$ cat src/rtl/bts_pkg.sv
`timescale 1ns/1ps
package bts_pkg;

  typedef enum logic [2:0] {
    ST_IDLE = 3'd0,
    ST_T1   = 3'd1,
    ST_T2   = 3'd2,
    ST_TW   = 3'd3,
    ST_T3   = 3'd4,
    ST_T4   = 3'd5
  } tstate_e;

  // clocks in a bus cycle for a given number of wait states
  function automatic int unsigned cycle_clocks(int unsigned nwait);
    return 32'd4 + nwait;
  endfunction

  // states in which a strobe and the data enable are active
  function automatic logic strobe_phase(tstate_e s);
    return (s == ST_T2) || (s == ST_TW) || (s == ST_T3);
  endfunction

  // states in which a new request may be taken
  function automatic logic may_accept(tstate_e s);
    return (s == ST_IDLE) || (s == ST_T4);
  endfunction

endpackage

$ cat src/rtl/bts_fsm.sv
`timescale 1ns/1ps
module bts_fsm
  import bts_pkg::*;
#(
  parameter int CNT_W = 16
) (
  input  logic    clk,
  input  logic    rst_n,
  input  logic    start,
  input  logic    bus_ready,
  output tstate_e st
);

  tstate_e st_nx;

  always_comb begin
    st_nx = st;
    unique case (st)
      ST_IDLE: if (start) st_nx = ST_T1;
      ST_T1:   st_nx = ST_T2;
      ST_T2:   st_nx = bus_ready ? ST_T3 : ST_TW;
      ST_TW:   st_nx = bus_ready ? ST_T3 : ST_TW;
      ST_T3:   st_nx = ST_T4;
      ST_T4:   st_nx = start ? ST_T1 : ST_IDLE;
      default: st_nx = ST_IDLE;
    endcase
  end

  always_ff @(posedge clk) begin
    if (!rst_n) st <= ST_IDLE;
    else        st <= st_nx;
  end

  // cycle length bookkeeping for the assertions
  logic [CNT_W-1:0] len_cnt;
  logic [CNT_W-1:0] wait_cnt;
  wire  ev_enter_t1 = (st_nx == ST_T1);

  always_ff @(posedge clk) begin
    if (!rst_n) begin
      len_cnt  <= '0;
      wait_cnt <= '0;
    end else if (ev_enter_t1) begin
      len_cnt  <= CNT_W'(1);
      wait_cnt <= '0;
    end else if (st != ST_IDLE) begin
      len_cnt  <= len_cnt + 1'b1;
      if (st == ST_TW) wait_cnt <= wait_cnt + 1'b1;
    end
  end

  AST_WAIT_HOLD: assert property (@(posedge clk) disable iff (!rst_n)
    ((st == ST_T2 || st == ST_TW) && !bus_ready) |=> (st == ST_TW));
  AST_CYCLE_LEN: assert property (@(posedge clk) disable iff (!rst_n)
    (st == ST_T4) |-> (len_cnt == CNT_W'(cycle_clocks(32'(wait_cnt)))));
  AST_IDLE_STAY: assert property (@(posedge clk) disable iff (!rst_n)
    (st == ST_IDLE && !start) |=> (st == ST_IDLE));

endmodule

$ cat src/rtl/bts_drive.sv
`timescale 1ns/1ps
module bts_drive
  import bts_pkg::*;
#(
  parameter int AW = 20,
  parameter int DW = 16
) (
  input  logic          clk,
  input  logic          rst_n,
  input  tstate_e       st,
  input  logic          accept,
  input  logic          req_write,
  input  logic          req_io,
  input  logic [AW-1:0] req_addr,
  input  logic [DW-1:0] req_wdata,
  output logic          addr_le,
  output logic          dir_tx,
  output logic          mem_sel,
  output logic          data_en,
  output logic          rd_n,
  output logic          wr_n,
  output logic [AW-1:0] ad_o,
  output logic          ad_oe
);

  logic          lat_wr;
  logic          lat_io;
  logic [AW-1:0] lat_addr;
  logic [DW-1:0] lat_wdata;

  always_ff @(posedge clk) begin
    if (!rst_n) begin
      lat_wr    <= 1'b0;
      lat_io    <= 1'b0;
      lat_addr  <= '0;
      lat_wdata <= '0;
    end else if (accept) begin
      lat_wr    <= req_write;
      lat_io    <= req_io;
      lat_addr  <= req_addr;
      lat_wdata <= req_wdata;
    end
  end

  wire busy   = (st != ST_IDLE);
  wire strobe = strobe_phase(st);

  always_comb begin
    addr_le = (st == ST_T1);
    dir_tx  = busy & lat_wr;
    mem_sel = busy & ~lat_io;
    data_en = strobe;
    rd_n    = ~(strobe & ~lat_wr);
    wr_n    = ~(strobe & lat_wr);
    ad_oe   = (st == ST_T1) | (strobe & lat_wr);
    if (st == ST_T1)           ad_o = lat_addr;
    else if (strobe && lat_wr) ad_o = AW'(lat_wdata);
    else                       ad_o = '0;
  end

  AST_ALE_PULSE: assert property (@(posedge clk) disable iff (!rst_n)
    addr_le |=> !addr_le);
  AST_T4_QUIET: assert property (@(posedge clk) disable iff (!rst_n)
    ($past(strobe) && !strobe) |-> (rd_n && wr_n && !ad_oe));

endmodule

$ cat src/rtl/bts_capture.sv
`timescale 1ns/1ps
module bts_capture #(
  parameter int DW = 16
) (
  input  logic          clk,
  input  logic          rst_n,
  input  logic          capture,
  input  logic          is_read,
  input  logic [DW-1:0] ad_i,
  output logic          rsp_valid,
  output logic [DW-1:0] rsp_rdata
);

  always_ff @(posedge clk) begin
    if (!rst_n) begin
      rsp_valid <= 1'b0;
      rsp_rdata <= '0;
    end else begin
      rsp_valid <= capture;
      if (capture && is_read) rsp_rdata <= ad_i;
    end
  end

  AST_ACK_PULSE: assert property (@(posedge clk) disable iff (!rst_n)
    rsp_valid |=> !rsp_valid);
  AST_RDATA_HOLD: assert property (@(posedge clk) disable iff (!rst_n)
    !(capture && is_read) |=> $stable(rsp_rdata));

endmodule

$ cat src/rtl/bus_tstate_seq.sv
`timescale 1ns/1ps
module bus_tstate_seq
  import bts_pkg::*;
#(
  parameter int AW    = 20,
  parameter int DW    = 16,
  parameter int CNT_W = 16
) (
  input  logic          clk,
  input  logic          rst_n,
  input  logic          req_valid,
  output logic          req_ready,
  input  logic          req_write,
  input  logic          req_io,
  input  logic [AW-1:0] req_addr,
  input  logic [DW-1:0] req_wdata,
  output logic          rsp_valid,
  output logic [DW-1:0] rsp_rdata,
  output logic          addr_le,
  output logic          dir_tx,
  output logic          mem_sel,
  output logic          data_en,
  output logic          rd_n,
  output logic          wr_n,
  input  logic          bus_ready,
  output logic [AW-1:0] ad_o,
  output logic          ad_oe,
  input  logic [DW-1:0] ad_i
);

  tstate_e st;

  // named internal events
  wire ev_accept  = req_valid & may_accept(st);
  wire ev_capture = (st == ST_T3);

  assign req_ready = may_accept(st);

  bts_fsm #(.CNT_W(CNT_W)) u_fsm (
    .clk       (clk),
    .rst_n     (rst_n),
    .start     (ev_accept),
    .bus_ready (bus_ready),
    .st        (st)
  );

  bts_drive #(.AW(AW), .DW(DW)) u_drive (
    .clk       (clk),
    .rst_n     (rst_n),
    .st        (st),
    .accept    (ev_accept),
    .req_write (req_write),
    .req_io    (req_io),
    .req_addr  (req_addr),
    .req_wdata (req_wdata),
    .addr_le   (addr_le),
    .dir_tx    (dir_tx),
    .mem_sel   (mem_sel),
    .data_en   (data_en),
    .rd_n      (rd_n),
    .wr_n      (wr_n),
    .ad_o      (ad_o),
    .ad_oe     (ad_oe)
  );

  bts_capture #(.DW(DW)) u_cap (
    .clk       (clk),
    .rst_n     (rst_n),
    .capture   (ev_capture),
    .is_read   (~dir_tx),
    .ad_i      (ad_i),
    .rsp_valid (rsp_valid),
    .rsp_rdata (rsp_rdata)
  );

  AST_NO_DUAL_STROBE: assert property (@(posedge clk) disable iff (!rst_n)
    !(!rd_n && !wr_n));
  AST_ACCEPT_T1: assert property (@(posedge clk) disable iff (!rst_n)
    (req_valid && req_ready) |=> addr_le);
  AST_READ_FLOAT: assert property (@(posedge clk) disable iff (!rst_n)
    (data_en && !dir_tx) |-> !ad_oe);

endmodule

$ cat config.mk
export PLATFORM = sky130hd
export DESIGN_NAME = bus_tstate_seq
export DESIGN_NICKNAME = d
export VERILOG_FILES = /design/src/rtl/bts_pkg.sv /design/src/rtl/bts_fsm.sv /design/src/rtl/bts_drive.sv /design/src/rtl/bts_capture.sv /design/src/rtl/bus_tstate_seq.sv
export SDC_FILE = /design/constraint.sdc
export NUM_CORES = 1
export LEC_CHECK = 0
export CORE_ASPECT_RATIO = 0.5
export CORE_MARGIN = 1.5
export CORE_UTILIZATION = 55
export CTS_BUF_LIST = sky130_fd_sc_hd__clkbuf_8
export DETAILED_ROUTE_END_ITERATION = 10
export DONT_BUFFER_PORTS = 1
export GPL_TIMING_DRIVEN = 0
export MAX_ROUTING_LAYER = met4
export PLACE_DENSITY = 0.77
export SETUP_SLACK_MARGIN = 0.4
export SLEW_MARGIN = 20
export SYNTH_ARGS = -nofsm -noshare
export SYNTH_HDL_FRONTEND = slang
export SYNTH_HIERARCHICAL = 1
export SYNTH_SLANG_ARGS = --single-unit
$ cat constraint.sdc
create_clock -name clk -period 2.1 [get_ports clk]
set_input_delay 0.21 -clock clk [delete_from_list [all_inputs] [get_ports clk]]
set_output_delay 0.21 -clock clk [all_outputs]
set_load 0.02 [all_outputs]
==> summary.txt <==
Outcome
  – Status: finished clean

Critical path
  – Slowest-stage cell, CP: dfxtp_4
  – Critical Path End Type: output port
  – Crit Path Max Fanout: 8
  – Cell family with most CP delay: compound AO/OA/AOI/OAI gates
  – Buf+Inv Stages, Crit Path: 2
  – Worst Path Arrival: 1570 ps
  – Crit path required time: 1890 ps
  – Slowest Stage Delay on Critical Path: 380 ps
  – Setup crit start kind: register
  – CP Class: reg2out
  – Worst path cell trace: nor3b_2, o21a_1, buf_6, buf_4, a22o_2

Timing
  – Fin crit share: 0.8471
  – Hold Violations, Final: 0
  – Max Fclk: 0.5621 GHz
  – Worst-margin pin slew: 397.2 ps
  – Max_slew headroom: 0.7352
  – Final min period: 1779 ps
  – RSZ-0062 raised after global routing: yes
  – Fin Clk Skew: 7.270 ps
  – Final setup TNS: 0 ps
  – Final slew viol count: 0
  – Hold slack final: 26.55 ps
  – Final setup viols: 0

Finish
  – Area of the multi-input gates: 1384 sq um
  – Filler cell count in the final layout: 337
  – Final instance area: 3138 sq um
  – NumNets Final: 336
  – Most common cell after layout, fill and taps aside: dfxtp_1
  – Register Area: 1172 sq um
  – Share of cells above drive strength 1: 0.3039
  – Most frequent cells in the layout: dfxtp_1, nor2b_1, mux2i_1
  – Area growth syn-to-layout: 22.16%
  – N_diodes: 0

Clocking
  – Clk_lat worst skew: 330 ps
  – Cts bufs inserted: 9
  – CTS sink count: 58
  – Clk slew on worst S/H paths: 60 ps
  – Clock tree buffer depth: 2
  – Clock root buffer: clkbuf_8
  – CTS H-tree lvls: 3
  – CTS tree: built

Placed design
  – I/O Buffers: 0
  – HPWL after DPL: 3884 um
  – Placement Cell Area: 2643 sq um
  – GP Congestion: 0.7681

Global routing
  – Vias in the first global route: 1746
  – Total track usage: 0.2274
  – First-pass GRT wire length: 8466 um
  – Grt ovf: 0
  – Largest net degree at the start of global routing: 14
  – Initial antenna violation count: 0

Yosys
  – Post-synth ARST share: 0
  – #FFs+latches synth: 58
  – Sequential element share of the synthesized area: 0.4520
  – Post-Syn Nets: 311
  – EDFF count, synth: 0
  – Syn_area_per_cell: 10.15 sq um
  – Yosys warns: 6
  – Netlist Area Pre-Place: 2569 sq um
  – Predominant post-synthesis flop cell: dfxtp_1
  – Count of cell types in the netlist: 28
  – Cells after Synth: 253

Power and ir drop
  – Switching Share: 0.3240
  – Combinational share of power: 0.294
  – Clock network power share: 0.300
  – Pleak: 1.290 nW
  – Flop pwr share: 0.406
  – Int Power: 2.331 mW
  – Cell Pwr Density: 1099 nW/um^2
  – P_sw: 1.117 mW
  – Worst vdd ir: 0.0005542 V

Detailed routing
  – WL/cell: 16.80 um
  – Iteration-0 DRC Markers: 59
  – Final wirelength: 5711 um
  – DRC Markers: 0
  – Top Layer Used: met4
  – Vias: 1896
  – WL met1: 2590 um
  – Met2 wire len: 2631 um
  – Vias per cell: 5.576
  – Drt pass-1 iters: 4
  – Post-DRT Antenna Nets: 0
  – Wire length on met3: 426 um

Die
  – Initial Util: 0.5778
  – Row Count: 17
  – Die area: 5114 sq um
  – Die H: 51.33 um
  – I/O pin total: 103
  – Core area: 4446 sq um
  – Die Wd: 99.65 um

Min path
  – Worst Hold Class: in2reg

Flow run
  – Max Cap Violations: 0
[worst paths after layout]
kind | startpoint | end | slack (ps) | cells past startpoint
max | u_fsm/st[2] | ad_o[14] | 320 | 5
min | rst_n | u_fsm/st[2] | 30 | 1
max reg2reg | u_fsm/st[2] | u_cap/rsp_rdata[7] | 450 | 7
min reg2reg | u_drive/lat_addr[17] | u_drive/lat_addr[17] | 520 | 2
[stage by stage]
stage / setup WS [ps] / util / power, mW / std cells
2_1_floorplan: 508.8 / - / 2.072 / 253
3_3_place_gp: 314.5 / 0.5944 / 2.190 / 310
3_5_place_dp: 264.8 / 0.5944 / 2.218 / 310
4_1_cts: 295.5 / 0.6760 / 3.336 / 329
5_1_grt: 259.8 / 0.7059 / 3.609 / 340
6_report: 321.1 / 0.7059 / 3.448 / 340
[layer usage]
layer	track usage	vias to the layer above
met5	-	-
met4	0.07277	0
met3	0.1040	9
met2	0.3676	68
met1	0.2555	882
li1	-	937
[kinds of logic after synthesis]
group	after synthesis	share of synthesized area
AND/OR/NAND/NOR	92	0.2153
flip-flops	58	0.4520
AO/OA/AOI/OAI	39	0.1213
multiplexers	38	0.1481
buffers and inverters	25	0.05991
XOR/XNOR	1	0.003410
[area by class of cell]
| cell class | count | share of cell area |
|---|---|---|
| multi-input combinational | 170 | 0.4410 |
| sequential | 58 | 0.3736 |
| buffer | 21 | 0.05423 |
| clock buffer | 11 | 0.04825 |
| timing repair buffer | 14 | 0.03828 |
| tap | 57 | 0.02273 |
| clock inverter | 5 | 0.01715 |
| inverter | 4 | 0.004785 |
[cells in the mapped netlist, drive strengths merged (2+ instances only)]
library cell  number  area [sq um]
and2               6         40.04
nor3b              5         57.56
nand4             16         100.1
clkbuf             4         15.01
a21oi              2         10.01
nor2               2         7.510
or2                2         12.51
a22o              16         148.9
nand2             18         67.56
dfxtp             58          1161
buf               17         123.9
mux2i             38         380.4
o21ai             18         127.6
inv                4         15.01
nor2b             41         256.5
[power by group through the flow]
stage / logic (mW) / clock network [mW] / registers (mW)
after detailed placement: 0.815 / 0 / 1.40
after floorplan: 0.700 / 0 / 1.37
after global placement: 0.796 / 0 / 1.39
after CTS: 0.879 / 1.06 / 1.40
after global routing: 1.08 / 1.11 / 1.42
final: 1.01 / 1.03 / 1.40
[timing repair]
action                     4_1_cts  5_1_grt
pin swaps                        1        3
gates cloned                     0        2
setup endpoints to repair       64       63
buffers inserted                 2        9
gates resized for setup         28       17
hold buffers                     1        0
hold endpoints to repair         1        0
[sequential cells by signal (all words and copies together) (netlist names)]
name / count
u_drive/lat_addr: 20
u_drive/lat_wr: 1
u_drive/lat_io: 1
u_drive/lat_wdata: 16
u_fsm/st: 3
u_cap/rsp_valid: 1
u_cap/rsp_rdata: 16
No activity file was read; power rests on OpenSTA's default activity.
